File: src/rtl/por_pkg.sv
package por_pkg;

    // Events derived from the synchronised master reset pin
    typedef struct packed {
        logic lvl;   // synchronised pin level
        logic fall;  // pin is about to go low at the next edge
        logic rise;  // pin is about to go high at the next edge
    } mr_ev_t;

    typedef struct packed {
        logic s1;
        logic s2;
    } sync_st_t;

endpackage

File: src/rtl/por_sync.sv
module por_sync
    import por_pkg::*;
(
    input  logic   clk_i,
    input  logic   rst_ni,
    input  logic   pin_i,
    output mr_ev_t ev_o
);

    sync_st_t st_d, st_q;

    always_comb begin
        st_d.s1   = pin_i;
        st_d.s2   = st_q.s1;
        ev_o.lvl  = st_q.s2;
        ev_o.fall = st_q.s2 & ~st_q.s1;
        ev_o.rise = ~st_q.s2 & st_q.s1;
    end

    // Reset to high so a pin tied high produces no edge after power-up
    always_ff @(posedge clk_i or negedge rst_ni) begin
        if (!rst_ni) st_q <= '{s1: 1'b1, s2: 1'b1};
        else         st_q <= st_d;
    end

endmodule

File: src/rtl/por_init_cnt.sv
module por_init_cnt #(
    parameter int INIT_CYC = 64
) (
    input  logic clk_i,
    input  logic rst_ni,
    input  logic restart_i,
    output logic running_o
);

    localparam int CW = $clog2(INIT_CYC + 1);

    logic [CW-1:0] cnt_d, cnt_q;

    always_comb begin
        cnt_d = cnt_q;
        if (restart_i)          cnt_d = CW'(INIT_CYC);
        else if (cnt_q != '0)   cnt_d = cnt_q - CW'(1);
        running_o = (cnt_q != '0);
    end

    always_ff @(posedge clk_i or negedge rst_ni) begin
        if (!rst_ni) cnt_q <= CW'(INIT_CYC);
        else         cnt_q <= cnt_d;
    end


    count_step_chk: assert property (@(posedge clk_i) disable iff (!rst_ni)
        (cnt_q != '0 && !restart_i) |=> cnt_q == $past(cnt_q) - CW'(1));

endmodule

File: src/rtl/por_width_chk.sv
module por_width_chk
    import por_pkg::*;
#(
    parameter int MIN_LOW = 4
) (
    input  logic   clk_i,
    input  logic   rst_ni,
    input  mr_ev_t ev_i,
    output logic   err_o
);

    localparam int LW = $clog2(MIN_LOW + 1);

    logic [LW-1:0] low_d, low_q;
    logic          err_d, err_q;

    always_comb begin
        low_d = low_q;
        err_d = 1'b0;
        if (ev_i.fall) begin
            low_d = LW'(1);
        end else if (!ev_i.lvl && !ev_i.rise) begin
            if (low_q != LW'(MIN_LOW)) low_d = low_q + LW'(1);
        end else if (ev_i.rise) begin
            err_d = (low_q < LW'(MIN_LOW));
            low_d = '0;
        end
    end

    always_ff @(posedge clk_i or negedge rst_ni) begin
        if (!rst_ni) begin
            low_q <= '0;
            err_q <= 1'b0;
        end else begin
            low_q <= low_d;
            err_q <= err_d;
        end
    end

    assign err_o = err_q;


    low_sat_chk: assert property (@(posedge clk_i) disable iff (!rst_ni)
        low_q <= LW'(MIN_LOW));


    err_after_rise_chk: assert property (@(posedge clk_i) disable iff (!rst_ni)
        err_q |-> $past(ev_i.rise));

endmodule

File: src/rtl/por_seq.sv
module por_seq
    import por_pkg::*;
#(
    parameter int INIT_CYC = 64,
    parameter int MIN_LOW  = 4
) (
    input  logic clk_i,
    input  logic pwr_good_i,
    input  logic mrst_n_i,
    output logic out_en_o,
    output logic init_o,
    output logic busy_o,
    output logic width_err_o
);

    mr_ev_t mr_ev;
    logic   running;

    por_sync u_sync (
        .clk_i  (clk_i),
        .rst_ni (pwr_good_i),
        .pin_i  (mrst_n_i),
        .ev_o   (mr_ev)
    );

    por_init_cnt #(.INIT_CYC(INIT_CYC)) u_cnt (
        .clk_i     (clk_i),
        .rst_ni    (pwr_good_i),
        .restart_i (mr_ev.fall),
        .running_o (running)
    );

    por_width_chk #(.MIN_LOW(MIN_LOW)) u_wchk (
        .clk_i  (clk_i),
        .rst_ni (pwr_good_i),
        .ev_i   (mr_ev),
        .err_o  (width_err_o)
    );

    always_comb begin
        out_en_o = !running && mr_ev.lvl;
        busy_o   = !out_en_o;
        init_o   = running;
    end


    fall_restart_chk: assert property (@(posedge clk_i) disable iff (!pwr_good_i)
        mr_ev.fall |=> (init_o && !out_en_o));


    release_after_init_chk: assert property (@(posedge clk_i) disable iff (!pwr_good_i)
        $fell(busy_o) |-> !init_o);

endmodule

File: config.mk
export PLATFORM = sky130hd
export DESIGN_NAME = por_seq
export DESIGN_NICKNAME = d
export VERILOG_FILES = /design/src/rtl/por_pkg.sv /design/src/rtl/por_sync.sv /design/src/rtl/por_init_cnt.sv /design/src/rtl/por_width_chk.sv /design/src/rtl/por_seq.sv
export SDC_FILE = /design/constraint.sdc
export NUM_CORES = 1
export LEC_CHECK = 0
export CAP_MARGIN = 40
export CORE_MARGIN = 2
export CORE_UTILIZATION = 53
export CTS_BUF_LIST = sky130_fd_sc_hd__clkbuf_16
export CTS_CLUSTER_DIAMETER = 150
export DETAILED_ROUTE_END_ITERATION = 12
export GPL_TIMING_DRIVEN = 0
export HOLD_SLACK_MARGIN = 0.03
export MAX_ROUTING_LAYER = met4
export PLACE_DENSITY = 0.75
export SYNTH_ARGS = -nofsm -noshare
export SYNTH_HDL_FRONTEND = slang
export SYNTH_SLANG_ARGS = --single-unit
File: constraint.sdc
create_clock -name clk_i -period 2.2 [get_ports clk_i]
set_clock_uncertainty 0.2 [all_clocks]
set_input_delay 0.33 -clock clk_i [delete_from_list [all_inputs] [get_ports clk_i]]
set_output_delay 0.33 -clock clk_i [all_outputs]
set_load 0.03 [all_outputs]
=== After elaboration in Yosys (flattened, before gate mapping) ===
Cells that the tools add are included.

* Register bits: 13
* Input port bits: 3
* Output and inout bits: 4
* Logic and storage cells: 33

* $add $sub $neg: 2
* Magnitude comparators: 1
* Eq/ne operators: 2
* Muxes and demuxes: 9
* Bitwise logic cells: 4
* Reduce and logical (&&, ||, !) cells: 10

{| class="wikitable"
|+ Operators by type and width
! operator !! number
|-
| 7-bit 2-to-1 mux || 2
|-
| 3-bit 2-to-1 mux || 4
|-
| 7-bit nonzero test || 1
|-
| 7-bit by 1-bit subtractor with 7-bit output (second input constant) || 1
|-
| 3-bit inequality test (second input constant) || 2
|-
| 1-bit logical NOT || 4
|-
| 3-bit by 1-bit adder with 3-bit output (second input constant) || 1
|-
| 3-bit less-than comparator (second input constant) || 1
|-
| 1-bit 2-to-1 mux || 3
|-
| 3-bit nonzero test || 1
|-
| 1-bit bitwise AND || 2
|-
| 1-bit logical AND || 2
|-
| 1-bit NOT || 2
|-
| 2-bit AND reduction || 1
|-
| 2-bit nonzero test || 1
|}

=== Logic depth before layout (Yosys ltp) ===
* Depth in word-level cells: 6
* Mapped depth: 7

=== By module ===
From an unflattened synthesis, not the netlist that was laid out.

* Cells, all modules: 63
* Area, all modules: 683.2 µm²

{| class="wikitable"
|+ By module, submodules not included
! module !! times used !! cells an instance !! area each (µm²) !! seq. area each (µm²)
|-
| por_init_cnt || 1 || 39 || 390.4 || 176.4
|-
| por_width_chk || 1 || 18 || 212.7 || 100.1
|-
| por_sync || 1 || 4 || 67.6 || 52.6
|-
| por_seq || 1 || 2 || 12.5 || 0.0
|}

=== Least setup slack after synthesis ===
No wires, ideal clock.

* Path kind: register to output
* Start point: reg u_cnt.cnt_q[0]
* End point: out out_en_o
* Arrival: 1.733 ns
* Setup slack: -0.063 ns
* Stages on the path, launching flop included: 8
* Buffers on the path: 1
* Path through: dfrtp_1 -> inv_1 -> ha_1 -> or3b_1 -> buf_6 -> nor2_8 -> inv_4 -> nor2_1

* Word-level cells in the longest chain between the ends: 3

{| class="wikitable"
|+ Ends and longest elaborated chain
! what !! line !! source
|-
| start, declared || por_init_cnt.sv:12 || <nowiki>logic [CW-1:0] cnt_d, cnt_q;</nowiki>
|-
| start signal, assigned || por_init_cnt.sv:22 || <nowiki>if (!rst_ni) cnt_q <= CW'(INIT_CYC);</nowiki>
|-
| start signal, assigned || por_init_cnt.sv:23 || <nowiki>else cnt_q <= cnt_d;</nowiki>
|-
| 7-bit nonzero test || por_init_cnt.sv:18 || <nowiki>running_o = (cnt_q != '0);</nowiki>
|-
| named net init_o || por_seq.sv:11 || <nowiki>output logic init_o,</nowiki>
|-
| 1-bit logical NOT || por_seq.sv:41 || <nowiki>out_en_o = !running && mr_ev.lvl;</nowiki>
|-
| 1-bit logical AND || por_seq.sv:41 ||
|-
| end, declared || por_seq.sv:10 || <nowiki>output logic out_en_o,</nowiki>
|}

The timed path passes the listed nets, and every way through them passes these cells.

=== Final worst setup path ===
* Start point: reg u_cnt.cnt_q[0]
* End point: out out_en_o

* Word-level cells in the longest chain between the ends: 3

{| class="wikitable"
|+ Ends and longest elaborated chain
! what !! line
|-
| 7-bit nonzero test || por_init_cnt.sv:18
|-
| 1-bit logical NOT || por_seq.sv:41
|-
| 1-bit logical AND || por_seq.sv:41
|}

No other way between the ends.

==> flow_summary.rst <==
.. list-table::
   :header-rows: 1

   * - Metric
     - Value
   * - Outcome
     - complete, no violations
   * - Routed length per placed instance
     - between 15 and 20 um
   * - Maximum VDD drop
     - ~0.76 mV
   * - Post-layout nets
     - about 100
   * - Aggregate global-route resource usage
     - 0.266
   * - IO Count
     - 7
   * - Area of the die
     - 0.00168 sq mm
   * - H-tree levels
     - 1
   * - Mapped Cells
     - 72
   * - DP Cell Count
     - 93
   * - Number of buffers on the longest clock path
     - 2
   * - Syn-to-layout area delta
     - 34.4%
   * - Routed wire length
     - 1620 um
   * - Worst path buffer plus inverter count
     - 3
   * - Layout cells sized above 1
     - 0.315
   * - Arr. time, crit path
     - between 1.5 and 2 ns
   * - Number of global-route vias before repair
     - ~600
   * - Unrepaired setup endpoints after global routing
     - yes
   * - Worst min path class
     - reg -> reg
   * - Placed Instance Area
     - 806 sq um
   * - Average vias per placed instance
     - roughly 5.6
   * - CP Cell Sequence
     - inv_2 -> ha_4 -> or3b_4 -> nor2_8 -> inv_4 -> nor2_4 -> buf_6
   * - Warnings from Yosys
     - 0
   * - Longest individual stage delay on the worst path
     - a little over 0.4 ns
   * - Maximum operating frequency
     - about 0.46 GHz
   * - Fin crit period
     - between 2 and 2.5 ns
   * - Number of failing setup endpoints in the final timing report
     - 0
   * - DRC violation total after the first TritonRoute iteration
     - 8
   * - Initial antenna violation count
     - 0
   * - Port Buf Inserts
     - 6
   * - Clock-pin transition on the worst setup and hold timing paths
     - ~0.04 ns
   * - Antenna cell count
     - 0
   * - Critical Path Slowest Stage Cell
     - sky130_fd_sc_hd__or3b_4
   * - Kind of cell with the highest combined delay on the critical path
     - simple AND/OR/NAND/NOR gates
   * - Critical-path maximum fanout
     - 3
   * - Global-route congestion overflow total
     - 0
   * - Share of the cycle needed by the critical path after routing
     - 0.995
   * - Row Count
     - 13
   * - Last weighted congestion value of the routability-driven placer
     - between 0.7 and 0.8
   * - Core region area
     - roughly 0.0013 sq mm
   * - Clock latency on the worst-skew pair
     - between 0.2 and 0.25 ns
   * - Remaining max-slew budget at the tightest pin
     - 0.623
   * - Root Buffer
     - sky130_fd_sc_hd__clkbuf_16
   * - Total power divided by cell area
     - approximately 1200 mW/mm^2
   * - Most common library cell in the layout ignoring fill and taps
     - sky130_fd_sc_hd__buf_4
   * - DRC errors left
     - 0
   * - Post-synthesis sequential area ratio
     - 0.454
   * - Die Span Y
     - between 40 and 50 um
   * - Die Width
     - roughly 40 um
   * - Yosys reg bits
     - 13
   * - Number of enable-type register cells in the synthesized netlist
     - 0
   * - Post-synthesis cell area
     - just over 700 sq um
   * - Total number of vias
     - around 600
   * - Post-synthesis net count
     - between 80 and 90
   * - Slew @ Worst Pin
     - approximately 0.56 ns
   * - Lkg Pwr
     - around 0.46 nW
   * - First-pass GRT wire length
     - 2630 um
   * - Count of TritonRoute iterations in the first routing pass
     - 4
   * - Clock tree sinks
     - 13
   * - Initial cell density of the core
     - 0.564
   * - Most used cells in the layout excluding fill and tap cells
     - sky130_fd_sc_hd__buf_4, sky130_fd_sc_hd__dfrtp_1, sky130_fd_sc_hd__inv_1
   * - Async S/R FF share, synth
     - 1.00
   * - Sort of element at the start of the critical path
     - flop
   * - Fill count
     - around 90
   * - Pin count of the biggest net entering global routing
     - 14
   * - Distinct cell type count after synthesis
     - 30
   * - CP Data Required Time
     - 1.67 ns
   * - Average footprint of a synthesized cell
     - roughly 10 sq um
   * - Final instance count without filler cells
     - ~110
   * - Clock tree from TritonCTS
     - done
   * - Final hold viol count
     - 0
   * - Placed wire-length estimate
     - roughly 960 um
   * - Category of the critical setup timing path
     - reg -> out
   * - Worst slack on hold paths
     - ~0.18 ns
   * - Final instance area
     - 973 sq um
   * - Hold-fix buffers at CTS
     - 0
   * - Predominant post-synthesis flop cell
     - sky130_fd_sc_hd__dfrtp_1
   * - Capturing element type of the critical path
     - primary output
   * - MaxCap Viol Count
     - 0
   * - Post-DRT Antenna Nets
     - 0
   * - Max Slew Vio Count
     - 0
   * - Total clock buffers created by CTS
     - 3
==> cell type report <==
type | count | area (sq um) | share of cell area
inverter | 9 | 36.3 | 0.0373
multi-input combinational | 48 | 367 | 0.377
sequential | 13 | 329 | 0.338
timing repair buffer | 17 | 140 | 0.144
clock inverter | 1 | 3.75 | 0.00386
buffer | 1 | 3.75 | 0.00386
tap | 15 | 18.8 | 0.0193
clock buffer | 3 | 75.1 | 0.0771
==> logic make-up after synthesis <==
| group | after synthesis | share of synthesized area |
|---|---|---|
| flops | 13 | 0.454 |
| compound gates | 17 | 0.159 |
| xor+xnor | 1 | 0.0121 |
| buf+inv | 11 | 0.0708 |
| fa+ha+maj | 6 | 0.104 |
| simple gates | 24 | 0.200 |
==> power by group <==
| group | total, W | switching (W) | internal, W |
|---|---|---|---|
| logic | 0.000500 | 0.000236 | 0.000264 |
| registers | 0.000380 | 0.0000681 | 0.000312 |
| clock network | 0.000335 | 0.0000955 | 0.000239 |
| total | 0.00121 | 0.000400 | 0.000814 |
==> cell usage after synthesis (2+ instances only) <==
library cell	number	area [sq um]
sky130_fd_sc_hd__nor3_1	5	25.0
sky130_fd_sc_hd__ha_1	6	75.1
sky130_fd_sc_hd__a21oi_1	3	15.0
sky130_fd_sc_hd__nor2b_1	2	12.5
sky130_fd_sc_hd__dfrtp_1	10	250
sky130_fd_sc_hd__o31ai_1	2	15.0
sky130_fd_sc_hd__nor2_1	4	15.0
sky130_fd_sc_hd__o21ai_0	4	20.0
sky130_fd_sc_hd__nand2_1	5	18.8
sky130_fd_sc_hd__a31oi_1	2	12.5
sky130_fd_sc_hd__dfstp_2	3	78.8
sky130_fd_sc_hd__inv_1	8	30.0
==> path summary, 6_finish.rpt <==
check | startpoint | end | slack [ns] | cells after the start
hold reg to reg | u_sync.st_d[0] | u_sync.ev_o[2] | 0.18 | 0
max in group asynchronous | pwr_good_i | u_sync.st_d[0] | 1.17 | 1
min in group asynchronous | pwr_good_i | u_cnt.cnt_q[0] | 0.26 | 1
hold / removal | u_sync.st_d[0] | u_sync.ev_o[2] | 0.18 | 0
setup reg to reg | u_cnt.cnt_q[1] | u_cnt.cnt_q[5] | 0.33 | 5
setup / recovery | u_cnt.cnt_q[0] | out_en_o | 0.01 | 7
==> worst reg2reg max path, stage by stage (launching register included) <==
cell and delay [ns]:
sky130_fd_sc_hd__dfrtp_1 0.39, sky130_fd_sc_hd__buf_4 0.14, sky130_fd_sc_hd__buf_4 0.13, sky130_fd_sc_hd__nor4_1 0.50
sky130_fd_sc_hd__a211oi_1 0.16, sky130_fd_sc_hd__a41o_1 0.23
==> flip-flops by register name, summed over array words and instances, names as in the netlist <==
| signal | count |
|---|---|
| u_cnt.cnt_q | 7 |
| u_sync.st_d | 1 |
| u_sync.ev_o | 1 |
| u_wchk.err_o | 1 |
| u_wchk.low_q | 3 |
==> per-stage QoR <==
stage / util / setup slack, ns / power (W) / TNS (ns)
floorplan: - / 0.0754 / 0.000646 / 0
global placement: 0.627 / -0.426 / 0.000711 / -0.986
detailed placement: 0.627 / -0.458 / 0.000729 / -1.08
CTS: 0.730 / 0.000816 / 0.00116 / 0
global route: 0.758 / -0.0421 / 0.00130 / -0.0566
finish: 0.758 / 0.0115 / 0.00121 / 0
==> routing by layer <==
layer  up-vias  wire length [um]  GRT usage
li1        291                 -          -
met1       291               601      0.253
met2         9               922      0.492
met3         6                52     0.0652
met4         0                39      0.125
met5         -                 0          -
==> what timing repair did <==
action	CTS	global route
setup endpoints to repair	3	3
setup buffers	6	5
gates resized for setup	22	4
pin swaps	2	2
(Power assumes the default switching activity.)
